### src/rtl/ctm_pkg.sv
// Package: shared register addresses and bit positions for the cascadable
// timer pair. Assumes a byte-wide write port with a 3-bit address.
package ctm_pkg;
    localparam int ADDR_W = 3;
    localparam int DATA_W = 8;

    typedef enum logic [ADDR_W-1:0] {
        A_T0L = 3'd0,
        A_T0H = 3'd1,
        A_T1L = 3'd2,
        A_T1H = 3'd3,
        A_CFG = 3'd4,
        A_CTL = 3'd5
    } reg_addr_e;

    localparam int CFG_CHAIN_BIT = 6;
    localparam int CTL_RUN0 = 0;
    localparam int CTL_RUN1 = 1;
    localparam int CTL_SEL0 = 2;
    localparam int CTL_SEL1 = 3;
    localparam int CTL_FLG0 = 4;
    localparam int CTL_FLG1 = 5;
endpackage

### src/rtl/ctm_fall_det.sv
// Module: falling-edge detector for an external event input.
// Samples din on each strobe. The fall output is high while the older sample
// is 1 and the newer sample is 0. Assumes din is already synchronous to clk.
module ctm_fall_det (
    input  logic clk,
    input  logic rst_n,
    input  logic strobe,
    input  logic din,
    output logic fall
);
    logic smp_new;
    logic smp_old;

    // Shift the input through two strobe-qualified samples.
    always_ff @(posedge clk) begin
        if (!rst_n) begin
            smp_new <= 1'b0;
            smp_old <= 1'b0;
        end else if (strobe) begin
            smp_old <= smp_new;
            smp_new <= din;
        end
    end

    assign fall = smp_old & ~smp_new;
endmodule

### src/rtl/ctm_half.sv
// Module: one W-bit count register with byte-granular load.
// Adds inc each cycle. A byte being written takes the written data instead
// of its incremented value. Assumes W is a multiple of 8.
module ctm_half #(
    parameter int W = 16
) (
    input  logic               clk,
    input  logic               rst_n,
    input  logic               inc,
    input  logic [W/8-1:0]     wr_sel,
    input  logic [7:0]         wr_data,
    output logic [W-1:0]       cnt,
    output logic               at_max
);
    localparam int BYTES = W / 8;

    logic [W-1:0] nxt;

    // Incremented value of the whole half.
    always_comb nxt = cnt + {{(W-1){1'b0}}, inc};

    for (genvar b = 0; b < BYTES; b++) begin : g_byte
        // Per-byte register: load wins over increment.
        always_ff @(posedge clk) begin
            if (!rst_n)
                cnt[b*8 +: 8] <= 8'h00;
            else if (wr_sel[b])
                cnt[b*8 +: 8] <= wr_data;
            else
                cnt[b*8 +: 8] <= nxt[b*8 +: 8];
        end
    end

    assign at_max = &cnt;
endmodule

### src/rtl/chain_tmr32.sv
// Module: two 16-bit timer/counters that one mode bit can join into a
// 32-bit timer or event counter. The low half feeds its carry into the high
// half without raising its own flag. Assumes cyc_en pulses once per machine
// cycle and that ext_evt is synchronous to clk.
module chain_tmr32 #(
    parameter int HALF_W = 16
) (
    input  logic                clk,
    input  logic                rst_n,
    input  logic                cyc_en,
    input  logic [1:0]          ext_evt,
    input  logic                wr_en,
    input  logic [2:0]          wr_addr,
    input  logic [7:0]          wr_data,
    output logic [2*HALF_W-1:0] count,
    output logic                ovf_lo,
    output logic                ovf_hi
);
    import ctm_pkg::*;

    localparam int NB = HALF_W / 8;

    logic        chain_on;
    logic [1:0]  run_q;
    logic [1:0]  sel_q;
    logic        ev_sel0;
    logic [1:0]  fall;
    logic [1:0]  src_ok;
    logic        inc0;
    logic        inc1;
    logic        max0;
    logic        max1;
    logic [HALF_W-1:0] cnt0;
    logic [HALF_W-1:0] cnt1;
    logic [NB-1:0] wsel0;
    logic [NB-1:0] wsel1;
    logic        wr_cfg;
    logic        wr_ctl;

    assign ev_sel0 = sel_q[0];

    // Decode the write address into per-register strobes.
    always_comb begin
        wr_cfg = wr_en && (wr_addr == A_CFG);
        wr_ctl = wr_en && (wr_addr == A_CTL);
        for (int i = 0; i < NB; i++) begin
            wsel0[i] = wr_en && (wr_addr == 3'(i));
            wsel1[i] = wr_en && (wr_addr == 3'(NB + i));
        end
    end

    // Hold the join-mode bit; the other configuration bits have no function.
    always_ff @(posedge clk) begin
        if (!rst_n)
            chain_on <= 1'b0;
        else if (wr_cfg)
            chain_on <= wr_data[CFG_CHAIN_BIT];
    end

    // Hold the run and source-select bits of both halves.
    always_ff @(posedge clk) begin
        if (!rst_n) begin
            run_q <= 2'b00;
            sel_q <= 2'b00;
        end else if (wr_ctl) begin
            run_q <= {wr_data[CTL_RUN1], wr_data[CTL_RUN0]};
            sel_q <= {wr_data[CTL_SEL1], wr_data[CTL_SEL0]};
        end
    end

    for (genvar t = 0; t < 2; t++) begin : g_evt
        ctm_fall_det u_fd (
            .clk    (clk),
            .rst_n  (rst_n),
            .strobe (cyc_en),
            .din    (ext_evt[t]),
            .fall   (fall[t])
        );
        assign src_ok[t] = sel_q[t] ? fall[t] : 1'b1;
    end

    // Count enables: the joined mode overrides run bits and chains the carry.
    always_comb begin
        inc0 = cyc_en && (chain_on || run_q[0]) && src_ok[0];
        if (chain_on)
            inc1 = inc0 && max0;
        else
            inc1 = cyc_en && run_q[1] && src_ok[1];
    end

    ctm_half #(.W(HALF_W)) u_lo (
        .clk     (clk),
        .rst_n   (rst_n),
        .inc     (inc0),
        .wr_sel  (wsel0),
        .wr_data (wr_data),
        .cnt     (cnt0),
        .at_max  (max0)
    );

    ctm_half #(.W(HALF_W)) u_hi (
        .clk     (clk),
        .rst_n   (rst_n),
        .inc     (inc1),
        .wr_sel  (wsel1),
        .wr_data (wr_data),
        .cnt     (cnt1),
        .at_max  (max1)
    );

    // Sticky overflow flags; a control write loads them directly.
    always_ff @(posedge clk) begin
        if (!rst_n) begin
            ovf_lo <= 1'b0;
            ovf_hi <= 1'b0;
        end else if (wr_ctl) begin
            ovf_lo <= wr_data[CTL_FLG0];
            ovf_hi <= wr_data[CTL_FLG1];
        end else begin
            if (inc0 && max0 && !chain_on)
                ovf_lo <= 1'b1;
            if (inc1 && max1)
                ovf_hi <= 1'b1;
        end
    end

    assign count = {cnt1, cnt0};
endmodule

### config.mk
export PLATFORM = sky130hd
export DESIGN_NAME = chain_tmr32
export DESIGN_NICKNAME = d
export VERILOG_FILES = /design/src/rtl/ctm_pkg.sv /design/src/rtl/ctm_fall_det.sv /design/src/rtl/ctm_half.sv /design/src/rtl/chain_tmr32.sv
export SDC_FILE = /design/constraint.sdc
export NUM_CORES = 1
export LEC_CHECK = 0
export BUFFER_PORTS_ARGS = -buffer_cell sky130_fd_sc_hd__buf_2
export CAP_MARGIN = 20
export CORE_MARGIN = 5
export CORE_UTILIZATION = 50
export CTS_CLUSTER_SIZE = 10
export DETAILED_ROUTE_END_ITERATION = 10
export HOLD_SLACK_MARGIN = 0.06
export PLACE_DENSITY_LB_ADDON = 0.3
export SLEW_MARGIN = 20
export SYNTH_ARGS = -nofsm -noshare
export SYNTH_HDL_FRONTEND = slang
export SYNTH_SLANG_ARGS = --single-unit
### constraint.sdc
create_clock -name clk -period 6.2 [get_ports clk]
set_input_delay 1.24 -clock clk [delete_from_list [all_inputs] [get_ports clk]]
set_output_delay 1.24 -clock clk [all_outputs]
set_load 0.01 [all_outputs]
==> results of run 1 <==
==> cells in the final DEF (no fill, tap or decap) <==
cell,instances
nand4b_1,1
a21oi_1,20
a211oi_1,8
o22ai_1,1
nand3b_1,2
nor2b_1,1
o21ai_0,24
nor3_1,5
nor2_1,26
nand3_1,13
inv_1,5
and3_1,3
nor4_1,9
xnor2_1,16
bufinv_16,1
nor3b_1,1
nand2b_1,3
xor2_1,10
or3_1,1
a31o_2,2
nand4_1,8
nand4_4,3
a311oi_1,1
buf_2,50
mux2i_1,14
clkbuf_8,5
ha_1,5
a41oi_1,1
a31oi_1,1
and4_1,4
nand2_1,11
and2_1,1
clkbuf_1,1
nand4bb_1,1
dfxtp_1,43
==> through the flow <==
stage | util | instances | hold slack (ns) | total power, mW
2_1_floorplan | - | 255 | 0.4578 | 0.3316
3_3_place_gp | 0.5749 | 346 | 0.4747 | 0.3540
3_5_place_dp | 0.5749 | 346 | 0.4876 | 0.3549
4_1_cts | 0.5987 | 353 | 0.5065 | 0.5640
5_1_grt | 0.5987 | 353 | 0.5427 | 0.5843
6_report | 0.5987 | 353 | 0.5046 | 0.5584
==> power by group through the flow <==
stage          sequential, mW  clock [mW]  combinational (mW)
2_1_floorplan           0.305           0              0.0268
3_3_place_gp            0.304           0              0.0504
3_5_place_dp            0.304           0              0.0510
4_1_cts                 0.298       0.215              0.0513
5_1_grt                 0.299       0.228              0.0568
6_report                0.298       0.210              0.0510
==> routing by layer <==
metal  vias up  global-route usage  part of all wire
met5         -                   0                 0
met4         0             0.04196            0.0086
met3         5             0.05269             0.073
met2        69              0.3175              0.47
met1       973              0.2558              0.45
li1       1025                   -                 -
==> critical path, cell delays in order <==
cell and delay (ns):
buf_2 0.16, o21ai_0 0.10, a21oi_1 0.26, a31o_2 0.21, ha_1 0.21, ha_1 0.16
nand3_1 0.19, nor4_1 0.37, xnor2_1 0.16, a21oi_1 0.08
==> kinds of logic after synthesis <==
kind of cell               share of synthesized area
and+or+nand+nor                               0.2399
AOI/OAI and AO/OA                             0.1475
DFF                                           0.3874
xor gates and xnor gates                      0.1025
buffers and inverters                        0.03154
muxes                                        0.06306
adders and majority gates                    0.02815
==> cell usage after synthesis (7+ instances only) <==
| cell | n |
|---|---|
| nor4_1 | 9 |
| nand2_1 | 11 |
| nand3_1 | 13 |
| nor2_1 | 26 |
| dfxtp_1 | 43 |
| o21ai_0 | 24 |
| clkbuf_1 | 7 |
| a21oi_1 | 20 |
| xnor2_1 | 16 |
| xor2_1 | 10 |
| nand4_1 | 8 |
| a211oi_1 | 8 |
| mux2i_1 | 14 |
==> how the worst max path moves through the flow <==
| stage | slack, ns | depth (start not counted) | to | from |
|---|---|---|---|---|
| final | 3.21 | 10 | u_hi.cnt[14]$_SDFF_PN0_ | cyc_en |
| after global routing | 3.00 | 10 | u_hi.cnt[14]$_SDFF_PN0_ | cyc_en |
| after floorplan | 3.13 | 10 | u_hi.cnt[14]$_SDFF_PN0_ | cyc_en |
| after global placement | 2.97 | 10 | u_hi.cnt[14]$_SDFF_PN0_ | cyc_en |
| after detailed placement | 2.91 | 10 | u_hi.cnt[14]$_SDFF_PN0_ | cyc_en |
| after CTS | 3.22 | 10 | u_hi.cnt[14]$_SDFF_PN0_ | cyc_en |
==> final cells by class <==
| type | count | area [um2] | share of cell area |
|---|---|---|---|
| Clock buffer | 6 | 72.57 | 0.02803 |
| Multi-Input combinational cell | 196 | 1291 | 0.4988 |
| Inverter | 5 | 18.77 | 0.007250 |
| Sequential cell | 43 | 860.8 | 0.3325 |
| Timing Repair Buffer | 50 | 250.2 | 0.09667 |
| Clock inverter | 1 | 30.03 | 0.01160 |
| Tap cell | 52 | 65.06 | 0.02513 |
==> flip-flops by register name, indices dropped and copies added, names as in the netlist <==
register            cells
u_hi.cnt               16
u_lo.cnt               16
g_evt.u_fd.smp_new      2
g_evt.u_fd.smp_old      2
run_q                   2
sel_q                   2
chain_on                1
ovf_hi                  1
ovf_lo                  1
==> impl_metrics.py, run 1 <==
metrics = {
    "synthesis": {
        "netlist_area_mm2": 0.002222,
        "ys_top_cells_by_area": "dfxtp_1, mux2i_1, xnor2_1, o21ai_0, a21oi_1",
        "synth-seq-cells": 43,
        "synth_async_sr_flop_share": 0,
        "ys_seq_area_frac": 0.3874,
        "syn_area_per_cell_um2": 8.714,
        "ys_types": 35,
        "synth_edf_count": 0,
        "synth_top_area_cell": "dfxtp_1",
        "synth_fp_nets": 277,
        "ys.flop_type": "dfxtp_1",
        "synth_top_area_frac": 0.3874,
        "netlist_instances": 255,
        "yosys_warnings": 0,
    },
    "setup_path": {
        "cp_data_arrival_time_ns": 3.14,
        "reg2reg_slack_ns": 3.40,
        "end_kind": "flop",
        "start_kind": "input pin",
        "reg2reg_from": "u_lo.cnt[2]$_SDFF_PN0_",
        "critical_path_class": "in -> reg",
        "r2r_cells": 9,
        "crit_fanout": 6,
        "critPathRequiredTime_ns": 6.35,
        "r2r-end": "u_hi.cnt[14]$_SDFF_PN0_",
    },
    "power": {
        "peakVddDrop_v": 0.0001377,
        "swShare": 0.2396,
        "power_frac_clock": 0.376,
        "power.switching_uw": 133.8,
        "p_leak_nw": 1.092,
        "pwr-share-comb": 0.091,
        "pwr-share-seq": 0.533,
        "p_int_uw": 424.6,
        "cellPowerDensity_mw_per_mm2": 215.7,
    },
    "timing": {
        "fin_tns_setup_ns": 0,
        "slew_headroom": 0.5590,
        "report.final.slew_viol_count": 0,
        "setup_ws_ns": 3.208,
        "tightest_slew_ns": 0.6608,
        "finalHoldViolations": 0,
        "fmax_mhz": 334.2,
        "worst_clock_skew_ns": 0.01282,
        "fin_crit_sh": 0.4826,
        "finalSetupViolations": 0,
        "period_needed_ns": 2.992,
        "rsz0062_at_grt": "false",
    },
    "global_route": {
        "grt_pass1_wl_mm": 9.487,
        "grt_max_degree": 25,
        "antenna_found_initial": 0,
        "grt-ovfl-total": 0,
        "grt_use_total": 0.1945,
        "grt_pass1_vias": 1937,
    },
    "clock_network": {
        "cts_buffers": 5,
        "cts_resized": 0,
        "cts_tree": "done",
        "clock_sinks": 43,
        "path_clk_slew_ns": 0.07,
        "clk-insertion-delay-late_ns": 0.30,
        "cts_setup_buffers": 0,
        "htree_levels": 2,
        "cts_hold_buffers": 0,
        "root_buffer": "clkbuf_8",
        "clockBufferDepth": 2,
    },
    "hold_path": {
        "whs_endpoint": "g_evt[1].u_fd.smp_old$_SDFFE_PN0P_",
        "hold_path.class": "reg -> reg",
        "min_from": "g_evt[1].u_fd.smp_old$_SDFFE_PN0P_",
        "min_path_cells": 2,
    },
    "floorplan": {
        "dieArea_mm2": 0.005878,
        "die_x_um": 76.67,
        "core_area_mm2": 0.004324,
        "io_pins": 51,
        "start_util": 0.5139,
        "dieHeight_um": 76.67,
        "rows": 24,
    },
    "outcome": {
        "outcome": "finished, final reports clean",
    },
    "placement": {
        "dp_slack_ns": 2.914,
        "port_buffers": 50,
        "place_congestion": 0.8083,
        "dp_hpwl_mm": 4.046,
        "dpl_cell_area_mm2": 0.002486,
    },
    "routing": {
        "vias_per_cell": 5.870,
        "ant_nets": 0,
        "finalWirelength_mm": 5.583,
        "vias": 2072,
        "wl_per_cell_um": 15.82,
        "drc": 0,
        "drtIter0Drc": 232,
        "dr.pass1.iters": 5,
    },
    "cells_and_area": {
        "fill_cells": 433,
        "postLayoutCellArea_mm2": 0.002589,
        "antenna_cells": 0,
        "drive_gt1_frac": 0.2027,
        "nNetsFinal": 323,
        "synthToLayoutAreaGrowth_pct": 16.50,
    },
    "job": {
        "drv_cap": 0,
    },
}
(Power assumes the default switching activity.)
==> run 2: changes to the inputs <==
==> constraint.sdc (replaced) <==
create_clock -name clk -period 2.8 [get_ports clk]
set_input_delay 0.56 -clock clk [delete_from_list [all_inputs] [get_ports clk]]
set_output_delay 0.56 -clock clk [all_outputs]
set_load 0.01 [all_outputs]
==> run 2 against run 1 <==
Effect of this change:
- count of clock-buffer cells in the layout is 1 higher
- clock power increased by 84%
- worst setup slack got worse by 3.0 ns
- power grew 110%
- global-route usage up 0.28 points
- largest cell class unchanged
==> impl_metrics.py, run 2 (same netlist as run 1, synthesis figures left out) <==
metrics = {
    "setup_path": {
        "start_kind": "flop",
        "crit_fanout": 8,
        "path_buf_inv": 0,
        "cp_data_arrival_time_ns": 2.74,
        "crit_end": "u_hi.cnt[14]$_SDFF_PN0_",
        "cpMaxStageDelayCell": "dfxtp_1",
        "path_delay_family": "simple AND/OR/NAND/NOR gates",
        "end_kind": "flop",
        "critical_path_class": "reg -> reg",
        "cp.depth": 9,
        "r2r_cells": 9,
        "reg2reg_slack_ns": 0.22,
        "reg2reg_from": "u_lo.cnt[6]$_SDFF_PN0_",
        "cp-startpoint": "u_lo.cnt[6]$_SDFF_PN0_",
        "r2r-end": "u_hi.cnt[14]$_SDFF_PN0_",
        "critPathMaxStageDelay_ns": 0.46,
        "crit_top_cell": "ha_1",
        "path_cells": "nand4_4, nor4_2, a31o_2, ha_1, ha_1, nand3_1, nor4_1, xnor2_1, a21oi_1",
        "critPathRequiredTime_ns": 2.96,
    },
    "timing": {
        "finalHoldViolations": 0,
        "rsz0062_at_grt": "false",
        "timing.hold.ws_ns": 0.5008,
        "period_needed_ns": 2.577,
        "fin_tns_setup_ns": 0,
        "slew_headroom": 0.5691,
        "setup_ws_ns": 0.2230,
        "worst_clock_skew_ns": 0.003190,
        "tightest_slew_ns": 0.6457,
        "fmax_mhz": 388.1,
        "finalSetupViolations": 0,
        "report.final.slew_viol_count": 0,
        "fin_crit_sh": 0.9204,
    },
    "outcome": {
        "outcome": "finished, final reports clean",
    },
    "power": {
        "p_int_uw": 855.9,
        "power.switching_uw": 304.6,
        "swShare": 0.2625,
        "power_frac_clock": 0.333,
        "cellPowerDensity_mw_per_mm2": 444.4,
        "peakVddDrop_v": 0.0002628,
        "p_leak_nw": 1.109,
        "pwr-share-comb": 0.101,
        "pwr-share-seq": 0.566,
    },
    "clock_network": {
        "clk-insertion-delay-late_ns": 0.30,
        "path_clk_slew_ns": 0.08,
        "cts_hold_buffers": 0,
        "cts_buffers": 5,
        "root_buffer": "clkbuf_8",
        "cts_tree": "done",
        "clock_sinks": 43,
        "htree_levels": 2,
        "clockBufferDepth": 2,
    },
    "routing": {
        "vias": 2070,
        "vias_per_cell": 5.766,
        "ant_nets": 0,
        "drtIter0Drc": 175,
        "dr.pass1.iters": 4,
        "drc": 0,
        "finalWirelength_mm": 5.688,
        "wl_per_cell_um": 15.84,
    },
    "cells_and_area": {
        "layout_commonest_cell": "buf_2",
        "multi_input_area_mm2": 0.001297,
        "fill_cells": 402,
        "mostFrequentLayoutCells": "buf_2, dfxtp_1, nor2_1, o21ai_0, a21oi_1",
        "synthToLayoutAreaGrowth_pct": 17.51,
        "seq_area_um2": 860.8,
        "nNetsFinal": 328,
        "reg_top3": "u_hi.cnt: 16 flops, u_lo.cnt: 16 flops",
        "antenna_cells": 0,
        "drive_gt1_frac": 0.2182,
    },
    "floorplan": {
        "dieArea_mm2": 0.005878,
        "rows": 24,
        "start_util": 0.5139,
        "dieHeight_um": 76.67,
        "die_x_um": 76.67,
        "core_area_mm2": 0.004324,
        "io_pins": 51,
    },
    "placement": {
        "port_buffers": 50,
        "place_congestion": 0.8443,
        "dp_slack_ns": 0.1495,
        "dp_hpwl_mm": 4.131,
    },
    "global_route": {
        "grt_pass1_vias": 1979,
        "grt_use_total": 0.1973,
        "antenna_found_initial": 0,
        "grt_max_degree": 25,
        "grt_pass1_wl_mm": 9.611,
        "grt-ovfl-total": 0,
    },
    "hold_path": {
        "hold_path.class": "in -> reg",
    },
    "job": {
        "drv_cap": 0,
    },
}
[run 2: cell types whose count changed in the layout (fill, tap and decap cells not counted), sizes merged]
cell | before | now
clkinv | 0 | 1
bufinv | 1 | 0
buf | 50 | 55
clkbuf | 6 | 7
[run 2: timing repair]
action / in CTS / in global routing
gates resized for setup: 0 / 1
setup buffers: 0 / 0
endpoints found under the setup margin: 0 / 1
hold endpoints to repair: 0 / 0
[run 2: power by group through the flow]
| stage | clock [mW] | sequential [mW] | combinational (mW) |
|---|---|---|---|
| after floorplan | 0 | 0.675 | 0.0593 |
| after global placement | 0 | 0.670 | 0.116 |
| after detailed placement | 0 | 0.671 | 0.117 |
| after CTS | 0.388 | 0.657 | 0.118 |
| after global routing | 0.420 | 0.661 | 0.131 |
| final | 0.386 | 0.657 | 0.117 |
[run 2: worst min path at each step]
stage / start / to / slack [ns] / cells after the start
2_1_floorplan: run_q[0]$_SDFFE_PN0P_ / run_q[0]$_SDFFE_PN0P_ / 0.46 / 2
3_3_place_gp: g_evt[1].u_fd.smp_old$_SDFFE_PN0P_ / g_evt[1].u_fd.smp_old$_SDFFE_PN0P_ / 0.48 / 2
3_5_place_dp: g_evt[1].u_fd.smp_old$_SDFFE_PN0P_ / g_evt[1].u_fd.smp_old$_SDFFE_PN0P_ / 0.48 / 2
4_1_cts: ext_evt[0] / g_evt[0].u_fd.smp_new$_SDFFE_PN0P_ / 0.50 / 3
5_1_grt: ext_evt[0] / g_evt[0].u_fd.smp_new$_SDFFE_PN0P_ / 0.51 / 3
6_report: ext_evt[0] / g_evt[0].u_fd.smp_new$_SDFFE_PN0P_ / 0.50 / 3
[run 2: area by class of cell]
cell class	count	share of cell area
tap	52	0.02492
sequential	43	0.3297
timing repair buffer	55	0.1102
inverter	5	0.007187
multi-input combinational	196	0.4969
clock buffer	7	0.02923
clock inverter	1	0.001917
[run 2: worst reg2reg max path, stage by stage (launching register included)]
cell and delay (ns):
dfxtp_1 0.46, nand4_4 0.18, nor4_2 0.42, a31o_2 0.21, ha_1 0.21, ha_1 0.16, nand3_1 0.17, nor4_1 0.38
xnor2_1 0.16, a21oi_1 0.08
[run 2: per-stage QoR]
step / power [mW] / area, um2 / std cells / util
3_3_place_gp: 0.7857 / 2524 / 351 / 0.5836
5_1_grt: 1.212 / 2611 / 359 / 0.6039
2_1_floorplan: 0.7342 / 2222 / 255 / -
6_report: 1.160 / 2611 / 359 / 0.6039
3_5_place_dp: 0.7882 / 2524 / 351 / 0.5836
4_1_cts: 1.163 / 2605 / 359 / 0.6024
[run 2: routing by layer]
layer | track usage | vias up | wire, um
met5 | 0 | - | 0
met4 | 0.07168 | 0 | 89
met3 | 0.04918 | 9 | 293
met2 | 0.3073 | 60 | 2640
met1 | 0.2629 | 975 | 2664
li1 | - | 1026 | -
==> run 3: changes to the inputs <==
--- a/config.mk
+++ b/config.mk
@@ -7,6 +7,7 @@
 export LEC_CHECK = 0
 export BUFFER_PORTS_ARGS = -buffer_cell sky130_fd_sc_hd__buf_2
 export CAP_MARGIN = 20
+export CORE_ASPECT_RATIO = 0.8
 export CORE_MARGIN = 5
 export CORE_UTILIZATION = 50
 export CTS_CLUSTER_SIZE = 10
==> constraint.sdc (replaced) <==
create_clock -name clk -period 2.4 [get_ports clk]
set_input_delay 0.48 -clock clk [delete_from_list [all_inputs] [get_ports clk]]
set_output_delay 0.48 -clock clk [all_outputs]
set_load 0.01 [all_outputs]
==> run 3 against run 2 <==
Effect of this change:
- wire length rose by 4.9%
- clock power rose by 52%
- sequential share of layout area fell by 2.2 points
- clock skew rose by 0.0020 ns
- critical endpoint is now u_hi.cnt[15]$_SDFF_PN0_
- largest cell class unchanged
- non-clock buffer count rose by 19
- first-iteration DRC count rose by 8.0%
==> impl_metrics.py, run 3 (same netlist as run 1, synthesis figures left out) <==
metrics = {
    "clock_network": {
        "cts_tree": "done",
        "clk-insertion-delay-late_ns": 0.29,
        "cts_buffers": 5,
        "clock_sinks": 43,
        "htree_levels": 2,
        "clockBufferDepth": 2,
        "path_clk_slew_ns": 0.09,
        "root_buffer": "clkbuf_8",
    },
    "placement": {
        "port_buffers": 50,
        "place_inst": 375,
        "dp_slack_ns": 0.08580,
        "dpl_cell_area_mm2": 0.002673,
        "dp_hpwl_mm": 4.443,
        "place_congestion": 0.9436,
    },
    "cells_and_area": {
        "layout_commonest_cell": "buf_2",
        "antenna_cells": 0,
        "seq_area_um2": 863.3,
        "drive_gt1_frac": 0.2791,
        "fin_util": 0.6631,
        "nNetsFinal": 347,
        "multi_input_area_mm2": 0.001304,
        "postLayoutCellArea_mm2": 0.002805,
        "mostFrequentLayoutCells": "buf_2, dfxtp_1, nor2_1, o21ai_0, buf_4",
        "layout.cells.non_filler": 383,
        "fill_cells": 366,
        "reg_top3": "u_hi.cnt: 16 flops, u_lo.cnt: 16 flops",
        "synthToLayoutAreaGrowth_pct": 26.24,
    },
    "setup_path": {
        "crit_fanout": 4,
        "cpMaxStageDelayCell": "dfxtp_1",
        "path_cells": "nand3_1, nor4_2, buf_4, a31o_2, ha_1, buf_4, and4_1, nand2_1, or3_1, a31oi_1",
        "critPathRequiredTime_ns": 2.62,
        "critical_path_class": "reg -> reg",
        "cp_data_arrival_time_ns": 2.45,
        "crit_top_cell": "buf_4",
        "path_delay_family": "simple AND/OR/NAND/NOR gates",
        "critPathMaxStageDelay_ns": 0.40,
        "start_kind": "flop",
        "path_buf_inv": 2,
        "end_kind": "flop",
    },
    "global_route": {
        "use_met1": 0.2804,
        "grt-ovfl-total": 0,
        "grt_max_degree": 24,
        "grtUsageMet3": 0.04988,
        "grt_pass1_vias": 1992,
        "grt_pass1_wl_mm": 9.756,
        "antenna_found_initial": 0,
        "top_usage_layer": "met2",
        "grt_use_met2": 0.3162,
        "grt_use_total": 0.2033,
    },
    "timing": {
        "tightest_slew_ns": 0.6989,
        "report.final.slew_viol_count": 0,
        "finalHoldViolations": 0,
        "worst_clock_skew_ns": 0.005192,
        "period_needed_ns": 2.232,
        "fmax_mhz": 448.0,
        "slew_headroom": 0.5336,
        "finalSetupViolations": 0,
        "fin_crit_sh": 0.9301,
        "fin_tns_setup_ns": 0,
        "rsz0062_at_grt": "false",
        "setup_ws_ns": 0.1679,
        "timing.hold.ws_ns": 0.4215,
    },
    "outcome": {
        "outcome": "finished, final reports clean",
    },
    "floorplan": {
        "rows": 21,
        "dieArea_mm2": 0.005886,
        "start_util": 0.5253,
        "dieHeight_um": 69.63,
        "core_area_mm2": 0.004230,
        "io_pins": 51,
        "die_x_um": 84.54,
    },
    "routing": {
        "dr.pass1.iters": 4,
        "ant_nets": 0,
        "drtIter0Drc": 189,
        "vias_per_cell": 5.658,
        "finalWirelength_mm": 5.969,
        "wl_per_cell_um": 15.58,
        "drc": 0,
        "vias": 2167,
    },
    "power": {
        "cellPowerDensity_mw_per_mm2": 537.0,
        "peakVddDrop_v": 0.0004591,
        "p_leak_nw": 1.226,
        "power_mw": 1.506,
    },
    "hold_path": {
        "hold_path.class": "in -> reg",
    },
    "job": {
        "drv_cap": 0,
    },
}
-- run 3: cell count changes in the layout (fill, tap and decap cells not counted), sizes merged --
cell / previous run / this run
buf: 55 / 74
bufinv: 0 / 1
clkbuf: 7 / 6
-- run 3: worst register-to-register path, cell delays in order (launching register included) --
cell	delay, ns
dfxtp_1	0.40
nand3_1	0.12
nor4_2	0.25
buf_4	0.15
a31o_2	0.15
ha_1	0.16
buf_4	0.12
and4_1	0.21
nand2_1	0.07
or3_1	0.35
a31oi_1	0.17
-- run 3: path summary, 6_finish.rpt --
check	endpoint	slack, ns	start	cells past startpoint
setup / recovery	u_hi.cnt[15]$_SDFF_PN0_	0.17	u_lo.cnt[14]$_SDFF_PN0_	10
hold / removal	g_evt[1].u_fd.smp_new$_SDFFE_PN0P_	0.42	ext_evt[1]	3
setup reg to reg	u_hi.cnt[15]$_SDFF_PN0_	0.17	u_lo.cnt[14]$_SDFF_PN0_	10
hold reg to reg	run_q[1]$_SDFFE_PN0P_	0.50	run_q[1]$_SDFFE_PN0P_	2
-- run 3: final cells by class --
cell class / instances / share of cell area
inverters: 5 / 0.006690
clock inverters: 2 / 0.01249
repair buffers: 74 / 0.1534
flip-flops and latches: 43 / 0.3078
clock buffers: 6 / 0.02944
well taps: 57 / 0.02542
multi-input cells: 196 / 0.4648
-- run 3: metal layers --
layer | wire (um) | vias up
met5 | 0 | -
met4 | 61 | 0
met3 | 393 | 8
met2 | 2717 | 74
met1 | 2796 | 1017
li1 | - | 1068
-- run 3: where the power goes --
| part | leakage [nW] | switching [mW] | internal (mW) |
|---|---|---|---|
| Clock | 0.0612 | 0.251 | 0.337 |
| Sequential | 0.350 | 0.0248 | 0.737 |
| Combinational | 0.814 | 0.0893 | 0.0669 |
-- run 3: what timing repair did --
action	4_1_cts	5_1_grt
hold buffers	0	0
gates resized for setup	0	4
setup buffers	0	0
setup endpoints to repair	0	12
